$ cat config.mk
export PLATFORM = sky130hd
export DESIGN_NAME = dram_addr_gen
export DESIGN_NICKNAME = d
export VERILOG_FILES = /design/src/rtl/dram_addr_gen.sv
export SDC_FILE = /design/constraint.sdc
export NUM_CORES = 1
export LEC_CHECK = 0
export BUFFER_PORTS_ARGS = -buffer_cell sky130_fd_sc_hd__buf_2
export CELL_PAD_IN_SITES_DETAIL_PLACEMENT = 1
export CELL_PAD_IN_SITES_GLOBAL_PLACEMENT = 1
export CORE_ASPECT_RATIO = 1.4
export CORE_MARGIN = 10
export CORE_UTILIZATION = 44
export DETAILED_ROUTE_END_ITERATION = 16
export PLACE_DENSITY = 0.9
export SETUP_SLACK_MARGIN = 0.02
export SYNTH_ARGS = -nofsm -noshare
export SYNTH_HDL_FRONTEND = slang
export SYNTH_SLANG_ARGS = --single-unit
$ cat constraint.sdc
create_clock -name clk -period 2.9 [get_ports clk]
set_input_delay 0.435 -clock clk [delete_from_list [all_inputs] [get_ports clk]]
set_output_delay 0.435 -clock clk [all_outputs]
set_load 0.01 [all_outputs]
$ cat src/rtl/dram_addr_gen.sv
module dram_addr_gen #(
  parameter int PTR_W = 8,
  parameter int NPTR  = 3,
  parameter int LC_W  = 3
) (
  input  logic             clk,
  input  logic             rst_n,
  input  logic [PTR_W:0]   instr,
  input  logic [1:0]       mode,
  input  logic [LC_W-1:0]  loop_code,
  input  logic [1:0]       sf_bits,
  input  logic             ld_en,
  input  logic             ld_set,
  input  logic [1:0]       ld_idx,
  input  logic [PTR_W-1:0] ld_val,
  output logic [PTR_W:0]   addr
);
  localparam logic [1:0] M_IND  = 2'b01;
  localparam logic [1:0] SF_SEL = 2'b11;
  localparam logic [1:0] OP_NOP = 2'b00;
  localparam logic [1:0] OP_INC = 2'b01;
  localparam logic [1:0] OP_DEC = 2'b10;

  logic [PTR_W-1:0] ptr [2][NPTR];
  logic [PTR_W-1:0] cur, nxt, mask, sf_off;
  logic [PTR_W:0]   wide_mask;

  wire       set    = instr[PTR_W];
  wire [1:0] sel    = instr[1:0];
  wire [1:0] op     = instr[3:2];
  wire       is_ind = (mode == M_IND);
  wire       is_sf  = is_ind && (sel == SF_SEL);

  always_comb begin
    cur = '0;
    for (int i = 0; i < NPTR; i++)
      if (sel == 2'(i)) cur = ptr[set][i];
  end

  assign wide_mask = ({{PTR_W{1'b0}}, 1'b1} << loop_code) - 1'b1;
  assign mask      = wide_mask[PTR_W-1:0];

  always_comb begin
    case (op)
      OP_NOP:  nxt = cur;
      OP_INC:  nxt = cur + 1'b1;
      OP_DEC:  nxt = (cur & ~mask) | ((cur - 1'b1) & mask);
      default: nxt = (cur & ~mask) | ((cur + 1'b1) & mask);
    endcase
  end

  assign sf_off = {{(PTR_W-4){1'b0}}, sf_bits, instr[3:2]};
  assign addr   = !is_ind ? instr : is_sf ? {set, sf_off} : {set, cur};

  for (genvar s = 0; s < 2; s++) begin : g_set
    for (genvar p = 0; p < NPTR; p++) begin : g_ptr
      always_ff @(posedge clk or negedge rst_n) begin
        if (!rst_n)
          ptr[s][p] <= '0;
        else if (ld_en && ld_set == 1'(s) && ld_idx == 2'(p))
          ptr[s][p] <= ld_val;
        else if (is_ind && !is_sf && set == 1'(s) && sel == 2'(p))
          ptr[s][p] <= nxt;
      end
    end
  end
endmodule

==> After elaboration in Yosys (flattened, before gate mapping) <==
Index checks and enable logic that the tools add are counted.
{ "word_totals": {"register_bits": 48, "in_bits": 30, "out_inout_bits": 9, "wordCells": 77} }
{ "op_classes": {"add_sub_neg": 3, "order_cmp": 1, "n_eq_ne": 8, "n_shift": 1, "muxes": 21, "bitwise": 9, "n_reduce_logical": 28} }
{ "op_table": {"columns": ["operator", "n"], "rows": [
  ["$mux W8", 17],
  ["$mux W24", 3],
  ["$and A8 B8 Y8", 3],
  ["$pmux W8 S3", 1],
  ["$logic_and A1 B1 Y1", 18],
  ["$or A8 B8 Y8", 2],
  ["$sub A8 B1 Y8 const B", 2],
  ["$reduce_bool A2 Y1", 6],
  ["$add A8 B1 Y8 const B", 1],
  ["$eq A2 B1 Y1 const B", 4],
  ["$eq A2 B2 Y1 const B", 4],
  ["$not A8 Y8", 1],
  ["$shl A1 B3 Y8 const A", 1],
  ["$logic_not A2 Y1", 3],
  ["$ge A2 B2 Y1 const B", 1],
  ["$not A1 Y1", 2],
  ["$not A1 Y2", 1],
  ["$logic_not A1 Y1", 1]
]} }

==> Depth between registers and ports, before layout <==
Gate-level depths: netlist of run 1.
{ "logic_depth": {"word_depth": 13, "ltp_mapped": 13, "mapped_depth_nobuf": 11} }

==> Worst setup path before layout of run 1 <==
No wires, ideal clock.
{ "synth_timing": {"kind": "in2reg", "from": "in instr[8]", "to": "reg ptr[12] in the netlist's numbering", "setup_ns": 0.077, "t_arrival_ns": 2.560, "required_time_ns": 2.823, "path_slack_ns": 0.262, "cell_stages": 11, "path_buffers": 1, "cell_sequence": "buf_4 mux4_2 a21oi_1 inv_1 ha_1 nand2_1 a21oi_1 a31oi_1 xor2_1 mux2i_1 a21oi_1"} }
{ "synth_via": {"elab_chain_len": 13, "word_cells_on_any_way": 20, "cone_classes": "2 x add/sub; 9 x mux; 6 x bitwise; 3 x reduce/logical"} }
{ "synth_rtl": {"columns": ["item", "line", "source"], "rows": [
  ["from (decl)", "8", "input logic [PTR_W:0] instr,"],
  ["$not A1 Y2 (not written as such)", "37", "if (sel == 2'(i)) cur = ptr[set][i];"],
  ["$mux W24 (not written as such) (3 in series)", "37", null],
  ["$mux W8 (3 in series)", "37", null],
  ["$add A8 B1 Y8 / $sub A8 B1 Y8 (equally long branches)", "46, 48, 47", null],
  ["$and A8 B8 Y8, on equally long branches", "48, 47", null],
  ["$or A8 B8 Y8, on equally long branches", "48, 47", null],
  ["$pmux W8 S3", "44", "case (op)"],
  ["$mux W8", "62", "else if (is_ind && !is_sf && set == 1'(s) && sel == 2'(p))"],
  ["$mux W8", "60", "else if (ld_en && ld_set == 1'(s) && ld_idx == 2'(p))"],
  ["to (signal, indexed assignment)", "61", "ptr[s][p] <= ld_val;"],
  ["to (signal, indexed assignment)", "63", "ptr[s][p] <= nxt;"],
  ["to (decl)", "24", "logic [PTR_W-1:0] ptr [2][NPTR];"]
]} }
Several ways; a longest one is shown, not always the timed one. The select of a mux whose other input is x is not followed.
A chain may end at the register's enable or synchronous reset.

==> Worst setup path in the final report of run 1 <==
{ "layout_timing": {"from": "reg ptr[9] in the netlist's numbering", "to": "reg ptr[12] in the netlist's numbering"} }
{ "layout_via": {"elab_chain_len": 11, "word_cells_on_any_way": 14, "cone_classes": "2 x add/sub; 8 x mux; 4 x bitwise"} }
{ "layout_rtl": {"columns": ["item", "line"], "rows": [
  ["$mux W24 * (3 in series)", null],
  ["$mux W8 * (2 in series)", "37"],
  ["$add A8 B1 Y8 / $sub A8 B1 Y8 (equally long branches)", "46, 48, 47"],
  ["$and A8 B8 Y8, on equally long branches", "48, 47"],
  ["$or A8 B8 Y8, on equally long branches", "48, 47"],
  ["$pmux W8 S3 *", "44"],
  ["$mux W8 *", "62"],
  ["$mux W8 *", "60"]
]} }
Mark *: on every way between the ends. The rest lies on a longest branch, timed or not. The select of a mux whose other input is x is not followed.

==> results of run 1 <==
-- worst max path at each step --
stage                   from       to  slack [ns]  cells after the start
global route          ptr[8]   ptr[4]        0.03                     10
detailed placement  instr[8]  ptr[42]       -0.07                     11
finish                ptr[9]  ptr[12]        0.19                     10
floorplan           instr[8]  ptr[12]        0.26                     11
global placement    instr[8]  ptr[12]        0.05                     11
CTS                   ptr[9]  ptr[42]        0.14                     10
-- per-layer routing --
layer  global-route usage  vias up  routed length (um)
met5                    0        -                   0
met4                0.123        0                 522
met3               0.0434       45                 836
met2                0.356      134                5930
met1                0.229     1637                4420
li1                     -     1489                   -
-- per-stage QoR --
stage               total power [mW]  worst slack, ns  hold WS, ns  utilization  cells
finish                          2.17            0.195        0.304        0.514    531
global route                    2.29           0.0348        0.391        0.514    531
CTS                             2.16            0.143        0.354        0.512    531
detailed placement              1.72          -0.0677        0.509        0.499    523
global placement                1.65           0.0497        0.491        0.499    523
floorplan                       1.44            0.262        0.139            -    392
-- cell usage in the layout (no fill, tap or decap), types with 6 or more instances in the layout --
cell,count
a21oi_1,38
a22oi_1,6
and3_1,6
buf_2,38
buf_4,18
clkbuf_8,6
dfrtp_1,48
inv_1,10
mux2i_1,22
mux4_2,6
nand2_1,45
nand2b_1,11
nand3_1,17
nor2_1,42
nor2b_1,8
nor3_1,8
o21ai_0,17
o21ai_1,25
o221ai_1,7
-- area by class of cell --
type / count / area (um2) / area share
flip-flops and latches: 48 / 1200 / 0.317
clock inverters: 1 / 7.51 / 0.00198
repair buffers: 57 / 345 / 0.0913
clock buffers: 7 / 86.3 / 0.0228
well taps: 97 / 121 / 0.0321
inverters: 10 / 37.5 / 0.00992
multi-input cells: 311 / 1980 / 0.524
-- cells by family (layout without fill, tap and decap cells) --
kind of cell               Yosys count  in the layout  synth area share
and+or+nand+nor                    154            154             0.227
AOI/OAI and AO/OA                  119            119             0.219
DFF                                 48             48             0.362
buffers and inverters               33             75            0.0456
muxes                               30             30             0.114
xor gates and xnor gates             6              6            0.0260
adders and majority gates            2              2           0.00753
-- cells in the mapped netlist, types with 2 or more instances --
| cell type | count | area [um2] |
|---|---|---|
| xnor2_1 | 2 | 17.5 |
| and2_1 | 5 | 31.3 |
| a31oi_1 | 5 | 31.3 |
| nand3_1 | 17 | 85.1 |
| nand4_1 | 3 | 18.8 |
| dfrtp_1 | 48 | 1200 |
| o211ai_1 | 3 | 22.5 |
| and3_1 | 6 | 37.5 |
| o22ai_1 | 4 | 25.0 |
| a22oi_1 | 6 | 45.0 |
| nand2b_1 | 11 | 68.8 |
| buf_1 | 6 | 22.5 |
| ha_1 | 2 | 25.0 |
| o21ai_0 | 17 | 85.1 |
| inv_1 | 10 | 37.5 |
| o21ai_1 | 25 | 125 |
| clkbuf_1 | 11 | 41.3 |
| o221ai_1 | 7 | 61.3 |
| a21oi_1 | 38 | 190 |
| nand2_1 | 45 | 169 |
| mux4_2 | 6 | 135 |
| mux2_1 | 2 | 22.5 |
| buf_4 | 3 | 22.5 |
| nor4_1 | 3 | 18.8 |
| buf_6 | 2 | 22.5 |
| nor2b_1 | 8 | 50.1 |
| nor2_1 | 42 | 158 |
| mux2i_1 | 22 | 220 |
| nor3_1 | 8 | 40.0 |
-- report_power, final --
group / leakage, nW / internal [mW] / total, mW / switching (mW)
sequential: 0.587 / 0.833 / 0.933 / 0.100
clock: 0.0445 / 0.194 / 0.441 / 0.246
combinational: 1.04 / 0.334 / 0.793 / 0.459
total: 1.67 / 1.36 / 2.17 / 0.805
-- repair_timing --
action / CTS / global route
buffers inserted: 0 / 0
hold endpoints to repair: 0 / 0
endpoints found under the setup margin: 0 / 12
gates resized for setup: 0 / 2
==> summary.md, run 1 <==
| Metric | Value |
|---|---|
| Outcome | `completed` |
| Sum of negative setup slack | `0 ns` |
| Largest net degree at the start of global routing | `between 40 and 50` |
| Setup Skew | `between 0.008 and 0.009 ns` |
| Largest register FFs | `48` |
| Biggest regs | `ptr (48)` |
| Initial cell density of the core | `0.451` |
| PortBufs | `38` |
| Critical path class | `reg2reg` |
| CTS Hold Bufs | `0` |
| Routed Antenna Nets | `0` |
| Final Instance Area | `roughly 0.0038 mm2` |
| Total Wirelength | `between 10000 and 15000 um` |
| Post-DP HPWL | `8890 um` |
| R2r worst-path depth | `10` |
| Startpoint Class | `flop` |
| Yosys reg bits | `48` |
| Number of diodes | `0` |
| Avg Cell Area, Syn | `8.47 um2` |
| Cell Area, Synth | `0.00332 mm2` |
| Flop2flop setup slack | `0.19 ns` |
| Initial antenna violation count | `0` |
| Main flop type after synthesis | `dfrtp_1` |
| FF-to-FF End | `ptr[12]` |
| Reg with most FFs | `ptr` |
| Slew @ Worst Pin | `1.13 ns` |
| Hold Path Class | `in2async` |
| Mapped Cells | `392` |
| Nets | `approximately 470` |
| Drt wl/cell | `about 22 um` |
| Final number of max-transition violations | `0` |
| CTS tree | `built` |
| Maximum fanout count along the critical path | `6` |
| RSZ-0062 raised after global routing | `no` |
| Routed via count | `roughly 3300` |
| CTS Buf Count | `5` |
| Die outline area | `0.0115 mm2` |
| Worst IR Drop VDD | `0.324 mV` |
| Clk slew on worst S/H paths | `0.10 ns` |
| Vias in the first global route | `~3600` |
| Clock Latency Late Sink | `roughly 0.32 ns` |
| Max-slew headroom | `0.245` |
| CP max-delay cell | `mux4_2` |
| Clk sinks | `48` |
| Number of flops mapped to enable cells by yosys | `0` |
| Ys async rst share | `1.00` |
| Arr. time, crit path | `approximately 2.9 ns` |
| CP Cell Sequence | `mux4_2 > a21oi_1 > inv_1 > ha_1 > nand2_1 > a21oi_1 > a31oi_1 > xor2_2 > mux2i_1 > a21oi_1` |
| Initial DRC count | `277` |
| Area Growth Syn to Fin | `13.9%` |
| Avg Vias per Cell | `a little over 6` |
| Max Cap Viol | `0` |
| Root Buffer | `clkbuf_8` |
| Final cycle utilization of the critical path | `0.933` |
| GRT Total Usage | `0.207` |
| Syn nets | `around 420` |
| First-pass GRT wire length | `approximately 19000 um` |
| Most used cell, CP | `a21oi_1` |
| Htree depth | `2` |
| Setup violators final | `0` |
| F_max | `about 370 MHz` |
| Placer congestion estimate | `about 0.91` |
| Data required, critical path | `roughly 3.1 ns` |
| Final Hold Fails | `0` |
| # IOs | `39` |
| Drc violations | `0` |
| Yosys warns | `0` |
| Synth unique cells | `54` |
| Minimum clock period | `between 2 and 3 ns` |
| Placed cell areas | `approximately 0.0037 mm2` |
| Layout cells sized above 1 | `0.194` |
| Core Region | `0.00736 mm2` |
| Leakage power | `between 1.5 and 2 nW` |
| Number of detailed-route iterations in the first pass | `5` |
| Delay-heaviest family, CP | `compound AO/OA/AOI/OAI gates` |
| Grt total ovfl | `0` |
| Setup crit end kind | `flop` |
| Max incr delay on CP | `roughly 0.53 ns` |
| Crit Reg-Reg Startpoint | `ptr[9]` |
| P per Cell Area | `about 570 mW/mm2` |
| Die width | `roughly 93 um` |
| Die Y | `~120 um` |
| Sequential area share after synthesis | `0.362` |
| Layout fillers | `between 800 and 900` |
| Buffer and inverter count on the worst path | `1` |
| Longest Clk Path Bufs | `2` |
| Row cnt | `37` |
(Power assumes the default switching activity.)
==> inputs of run 2 (changes only) <==
--- a/config.mk
+++ b/config.mk
@@ -10,9 +10,9 @@
 export CELL_PAD_IN_SITES_GLOBAL_PLACEMENT = 1
 export CORE_ASPECT_RATIO = 1.4
 export CORE_MARGIN = 10
-export CORE_UTILIZATION = 44
+export CORE_UTILIZATION = 45
 export DETAILED_ROUTE_END_ITERATION = 16
-export PLACE_DENSITY = 0.9
+export PLACE_DENSITY = 0.91
 export SETUP_SLACK_MARGIN = 0.02
 export SYNTH_ARGS = -nofsm -noshare
 export SYNTH_HDL_FRONTEND = slang
==> constraint.sdc (replaced) <==
create_clock -name clk -period 3.5 [get_ports clk]
set_input_delay 0.525 -clock clk [delete_from_list [all_inputs] [get_ports clk]]
set_output_delay 0.525 -clock clk [all_outputs]
set_load 0.01 [all_outputs]
==> summary.md, run 2 (synthesized netlist as in run 1, its figures left out) <==
| Metric | Value |
|---|---|
| Longest Clk Path Bufs | `2 (unchanged)` |
| Sum of negative setup slack | `0 ns (unchanged)` |
| Top Usage Layer GRT | `met2` |
| Final Hold Fails | `0 (unchanged)` |
| P per Cell Area | `479 mW/mm2 (-16%)` |
| Most common cell after layout, fill and taps aside | `dfrtp_1` |
| Initial antenna violation count | `0 (unchanged)` |
| Core Region | `0.00727 mm2 (-1.3%)` |
| Final number of max-transition violations | `0 (unchanged)` |
| Biggest regs | `ptr (48)` |
| # IOs | `39 (unchanged)` |
| Resized Gates After CTS | `0 (unchanged)` |
| Global routing met2 resource utilization | `0.341 (-0.0153)` |
| PortBufs | `38 (unchanged)` |
| FF-to-FF End | `ptr[44]` |
| Data required, critical path | `3.75 ns (+0.61 ns)` |
| R2r worst-path depth | `10 (unchanged)` |
| RSZ-0062 raised after global routing | `no` |
| Flop2flop setup slack | `0.61 ns (+0.42 ns)` |
| Grt total ovfl | `0 (unchanged)` |
| GRT Total Usage | `0.198 (-0.00913)` |
| Post-DP HPWL | `8360 um (-6.0%)` |
| Number of detailed-route iterations in the first pass | `4 (-1)` |
| Drt wl/cell | `21.2 um (-4.0%)` |
| Vias in the first global route | `3419 (-4.2%)` |
| Setup violators final | `0 (unchanged)` |
| Avg Vias per Cell | `6.09 (-2.1%)` |
| Row cnt | `37 (unchanged)` |
| Minimum clock period | `about 2.9 ns` |
| Hold Path Class | `in2async` |
| Setup Skew | `0.00478 ns (-0.00333 ns)` |
| Routed Antenna Nets | `0 (unchanged)` |
| Setup crit end kind | `flop` |
| Htree depth | `2 (unchanged)` |
| Worst IR Drop VDD | `0.198 mV (-39%)` |
| Max Cap Viol | `0 (unchanged)` |
| Largest register FFs | `48 (unchanged)` |
| Postcts setup bufs | `0 (unchanged)` |
| Multi-input combinational cell area | `0.00197 mm2 (-0.76%)` |
| Design Power | `1.75 mW (-19%)` |
| Crit Reg-Reg Startpoint | `ptr[9]` |
| Slew @ Worst Pin | `1.10 ns (-0.0343 ns)` |
| M3 GR Usage | `0.0357 (-0.00768)` |
| Clk sinks | `48 (unchanged)` |
| Die outline area | `0.0113 mm2 (-1.8%)` |
| FF/Latch Area | `0.00120 mm2 (unchanged)` |
| Reg with most FFs | `ptr` |
| Maximum fanout count along the critical path | `7 (+1)` |
| Die Y | `122 um (-0.94%)` |
| Die width | `92.6 um (-0.88%)` |
| Area Growth Syn to Fin | `10.0%` |
| Most used cells in the layout excluding fill and tap cells | `dfrtp_1 (48), nand2_1 (45), nor2_1 (42)` |
| Initial DRC count | `257 (-7.2%)` |
| CTS Buf Count | `5 (unchanged)` |
| Nets | `452 (-2.8%)` |
| Max-slew headroom | `0.267 (+0.0228)` |
| Number of diodes | `0 (unchanged)` |
| Critical path class | `in2reg` |
| Startpoint Class | `input port` |
| Met1 Resource Use GR | `0.228 (-0.00103)` |
| Root Buffer | `clkbuf_8` |
| First-pass GRT wire length | `17900 um (-4.2%)` |
| Layout cells sized above 1 | `0.162 (-0.0320)` |
| CTS Hold Bufs | `0 (unchanged)` |
| Routed via count | `3157 (-4.5%)` |
| Final cycle utilization of the critical path | `0.839` |
| Largest net degree at the start of global routing | `49 (unchanged)` |
| Arr. time, crit path | `3.18 ns (+0.24 ns)` |
| Layout fillers | `906 (+1.1%)` |
| Outcome | `completed` |
| F_max | `341 MHz` |
| Clk slew on worst S/H paths | `0.09 ns (about the same)` |
| CTS tree | `built` |
| Clock Latency Late Sink | `0.31 ns (about the same)` |
| Drc violations | `0 (unchanged)` |
| Placer congestion estimate | `0.937 (+2.8%)` |
| Initial cell density of the core | `0.457 (+0.00575)` |
| Total Wirelength | `11000 um (-6.4%)` |
| Leakage power | `1.61 nW (-4.1%)` |
[run 2: worst max-delay path, cell delays in order]
cell     delay [ns]
buf_2          0.19
mux4_2         0.56
a21oi_1        0.42
inv_1          0.09
ha_1           0.20
nand2_1        0.15
a21oi_1        0.07
a31oi_1        0.22
xor2_1         0.41
mux2i_1        0.18
o21ai_1        0.15
[run 2: area by class of cell]
class,instances,area share
Clock buffer,8,0.0246
Sequential cell,48,0.329
Multi-Input combinational cell,311,0.539
Tap cell,97,0.0332
Inverter,10,0.0103
Timing Repair Buffer,44,0.0644
[run 2: through the flow]
step,instance area [um2],utilization,setup WS [ns],hold WS (ns),std cells
final,3650,0.503,0.564,0.407,518
after global routing,3650,0.503,0.313,0.493,518
after CTS,3650,0.503,0.603,0.452,518
after detailed placement,3560,0.490,0.290,0.505,510
after global placement,3560,0.490,0.409,0.494,510
after floorplan,3320,-,0.772,0.229,392
[run 2: report_power, final]
part           leakage, nW  switching [mW]  internal, mW
registers            0.587          0.0929         0.691
clock network       0.0455           0.190         0.162
logic                0.973           0.357         0.259
total                 1.61           0.641          1.11
[run 2: metal layers]
layer / vias up / part of all wire
met2: 88 / 0.51
met4: 0 / 0.029
met5: - / 0
li1: 1473 / -
met3: 24 / 0.054
met1: 1572 / 0.40
[run 2: worst max path at each step]
stage	end	start	cells after the start
after global placement	ptr[12]	instr[8]	11
after floorplan	ptr[12]	instr[8]	11
after global routing	ptr[44]	instr[8]	13
final	ptr[44]	instr[8]	11
after CTS	ptr[4]	instr[8]	11
after detailed placement	ptr[4]	instr[8]	11
==> inputs of run 3 (changes only) <==
--- a/config.mk
+++ b/config.mk
@@ -10,9 +10,9 @@
 export CELL_PAD_IN_SITES_GLOBAL_PLACEMENT = 1
 export CORE_ASPECT_RATIO = 1.4
 export CORE_MARGIN = 10
-export CORE_UTILIZATION = 45
+export CORE_UTILIZATION = 40
 export DETAILED_ROUTE_END_ITERATION = 16
-export PLACE_DENSITY = 0.91
+export PLACE_DENSITY = 0.86
 export SETUP_SLACK_MARGIN = 0.02
 export SYNTH_ARGS = -nofsm -noshare
 export SYNTH_HDL_FRONTEND = slang
==> constraint.sdc (replaced) <==
create_clock -name clk -period 2.6 [get_ports clk]
set_input_delay 0.39 -clock clk [delete_from_list [all_inputs] [get_ports clk]]
set_output_delay 0.39 -clock clk [all_outputs]
set_load 0.01 [all_outputs]
==> summary.md, run 3 (synthesized netlist as in run 1, its figures left out) <==
| Metric | Value |
|---|---|
| Outcome | `completed` |
| Area Growth Syn to Fin | `21.6%` |
| Hold WS | `0.379 ns (-0.0278 ns)` |
| Startpoint Class | `flop` |
| Final number of max-transition violations | `0 (unchanged)` |
| Pre-CTS setup slack | `-0.304 ns (-0.594 ns)` |
| Clock Latency Late Sink | `0.30 ns (about the same)` |
| Max-slew headroom | `0.496 (+0.228)` |
| Number of detailed-route iterations in the first pass | `5 (+1)` |
| P per Cell Area | `672 mW/mm2 (+40%)` |
| Arr. time, crit path | `2.67 ns (-0.51 ns)` |
| Biggest regs | `ptr (48)` |
| Setup WS post-layout | `0.0770 ns (-0.487 ns)` |
| Post-DP HPWL | `9520 um (+14%)` |
| First-pass GRT wire length | `19600 um (+9.7%)` |
| Leakage power | `1.79 nW (+11%)` |
| Max Cap Viol | `0 (unchanged)` |
| PortBufs | `38 (unchanged)` |
| Worst IR Drop VDD | `0.336 mV (+70%)` |
| Setup crit end kind | `flop` |
| Clk slew on worst S/H paths | `0.06 ns (-0.03 ns)` |
| Final cycle utilization of the critical path | `0.970` |
| Hold Path Class | `in2reg` |
| Row cnt | `39 (+5.4%)` |
| Die Y | `128 um (+5.1%)` |
| Clk pwr share | `0.245 (+0.044)` |
| Most common cell after layout, fill and taps aside | `dfrtp_1` |
| Sum of negative setup slack | `0 ns (unchanged)` |
| Largest net degree at the start of global routing | `21 (-57%)` |
| Reg power frac | `0.388 (-0.059)` |
| Cell-internal power | `1.76 mW (+58%)` |
| RSZ-0062 raised after global routing | `yes` |
| Final Hold Fails | `0 (unchanged)` |
| Htree depth | `2 (unchanged)` |
| Vias in the first global route | `3656 (+6.9%)` |
| Design Power | `2.71 mW (+55%)` |
| Placed cell areas | `0.00381 mm2 (+7.0%)` |
| Nets | `483 (+6.9%)` |
| P_sw | `0.955 mW (+49%)` |
| Grt total ovfl | `0 (unchanged)` |
| Setup violators final | `0 (unchanged)` |
| Routed Antenna Nets | `0 (unchanged)` |
| Setup Skew | `0.00372 ns (-0.00105 ns)` |
| Routed via count | `3492 (+11%)` |
| # IOs | `39 (unchanged)` |
| Total Wirelength | `12600 um (+15%)` |
| Switch share | `0.352 (-0.0138)` |
| Slew @ Worst Pin | `0.754 ns (-0.345 ns)` |
| Drc violations | `0 (unchanged)` |
| Largest register FFs | `48 (unchanged)` |
| Data required, critical path | `2.75 ns (-1.00 ns)` |
| Avg Vias per Cell | `6.30 (+3.4%)` |
| Placer congestion estimate | `0.882 (-6.0%)` |
| Most used cells in the layout excluding fill and tap cells | `dfrtp_1 (48), nand2_1 (45), nor2_1 (41)` |
| Root Buffer | `clkbuf_16` |
| CTS Buf Count | `5 (unchanged)` |
| Reg with most FFs | `ptr` |
| CTS tree | `built` |
| Initial DRC count | `320 (+25%)` |
| F_max | `roughly 400 MHz` |
| Drt wl/cell | `22.7 um (+7.2%)` |
| GRT Total Usage | `0.196 (-0.00136)` |
| Die outline area | `0.0124 mm2 (+10%)` |
| Final Instance Area | `0.00404 mm2 (+11%)` |
| Longest Clk Path Bufs | `2 (unchanged)` |
| Core Region | `0.00815 mm2 (+12%)` |
| Critical path class | `reg2reg` |
| Layout cells sized above 1 | `0.235 (+0.0730)` |
| Combinational power share | `0.366 (+0.014)` |
| Clk sinks | `48 (unchanged)` |
| Number of diodes | `0 (unchanged)` |
| Initial cell density of the core | `0.408 (-0.0494)` |
| Minimum clock period | `2.52 ns` |
| Maximum fanout count along the critical path | `6 (-1)` |
| Initial antenna violation count | `0 (unchanged)` |
| Die width | `97.0 um (+4.8%)` |
| Layout fillers | `977 (+7.8%)` |
run 3: changes by cell type in the layout (fill, tap and decap cells not counted), sizes merged:
| cell | previous run | this run |
|---|---|---|
| dlygate4sd3 | 0 | 1 |
| buf | 44 | 74 |
run 3: routing by layer:
layer | wire length (um) | global-route usage | up-vias
li1 | - | - | 1531
met1 | 4680 | 0.201 | 1756
met2 | 6570 | 0.359 | 149
met3 | 559 | 0.0334 | 56
met4 | 761 | 0.130 | 0
met5 | 0 | 0 | -
run 3: power groups by stage:
stage | registers [mW] | logic [mW] | clock network [mW]
2_1_floorplan | 1.01 | 0.603 | 0
3_3_place_gp | 1.04 | 0.879 | 0
3_5_place_dp | 1.06 | 0.931 | 0
4_1_cts | 1.04 | 0.952 | 0.673
5_1_grt | 1.07 | 1.08 | 0.700
6_report | 1.05 | 0.994 | 0.666
run 3: critical path: stages (launching register included):
cell	delay [ns]
dfrtp_1	0.41
mux4_2	0.54
a21oi_4	0.23
ha_2	0.23
nand2_1	0.10
nor4_2	0.19
a31oi_1	0.09
xor2_1	0.17
buf_4	0.16
mux2i_1	0.16
a21oi_1	0.09
run 3: final timing paths:
check                          start  endpoint  slack, ns  cells after the start
max                           ptr[9]   ptr[12]       0.08                     10
min                        ld_val[0]   ptr[16]       0.38                      3
max reg2reg                   ptr[9]   ptr[12]       0.08                     10
min reg2reg                  ptr[13]   ptr[13]       0.53                      2
max in group asynchronous      rst_n   ptr[18]       1.46                      3
min in group asynchronous      rst_n    ptr[5]       0.54                      2
run 3: stage by stage:
step | utilization | instances
6_report | 0.496 | 554
5_1_grt | 0.496 | 554
4_1_cts | 0.489 | 552
3_5_place_dp | 0.468 | 543
3_3_place_gp | 0.468 | 543
2_1_floorplan | - | 392
run 3: repair_timing:
action                     4_1_cts  5_1_grt
buffers inserted                 0        2
setup endpoints to repair        8       17
hold buffers                     1        0
pin swaps                        0        4
hold endpoints to repair        10        0
gates resized for setup          2        8
run 3: layout make-up:
type / instances / area, um2 / share of cell area
Inverter: 10 / 37.5 / 0.00929
Timing Repair Buffer: 75 / 499 / 0.124
Sequential cell: 48 / 1200 / 0.297
Clock buffer: 8 / 146 / 0.0362
Tap cell: 102 / 128 / 0.0316
Multi-Input combinational cell: 311 / 2030 / 0.502
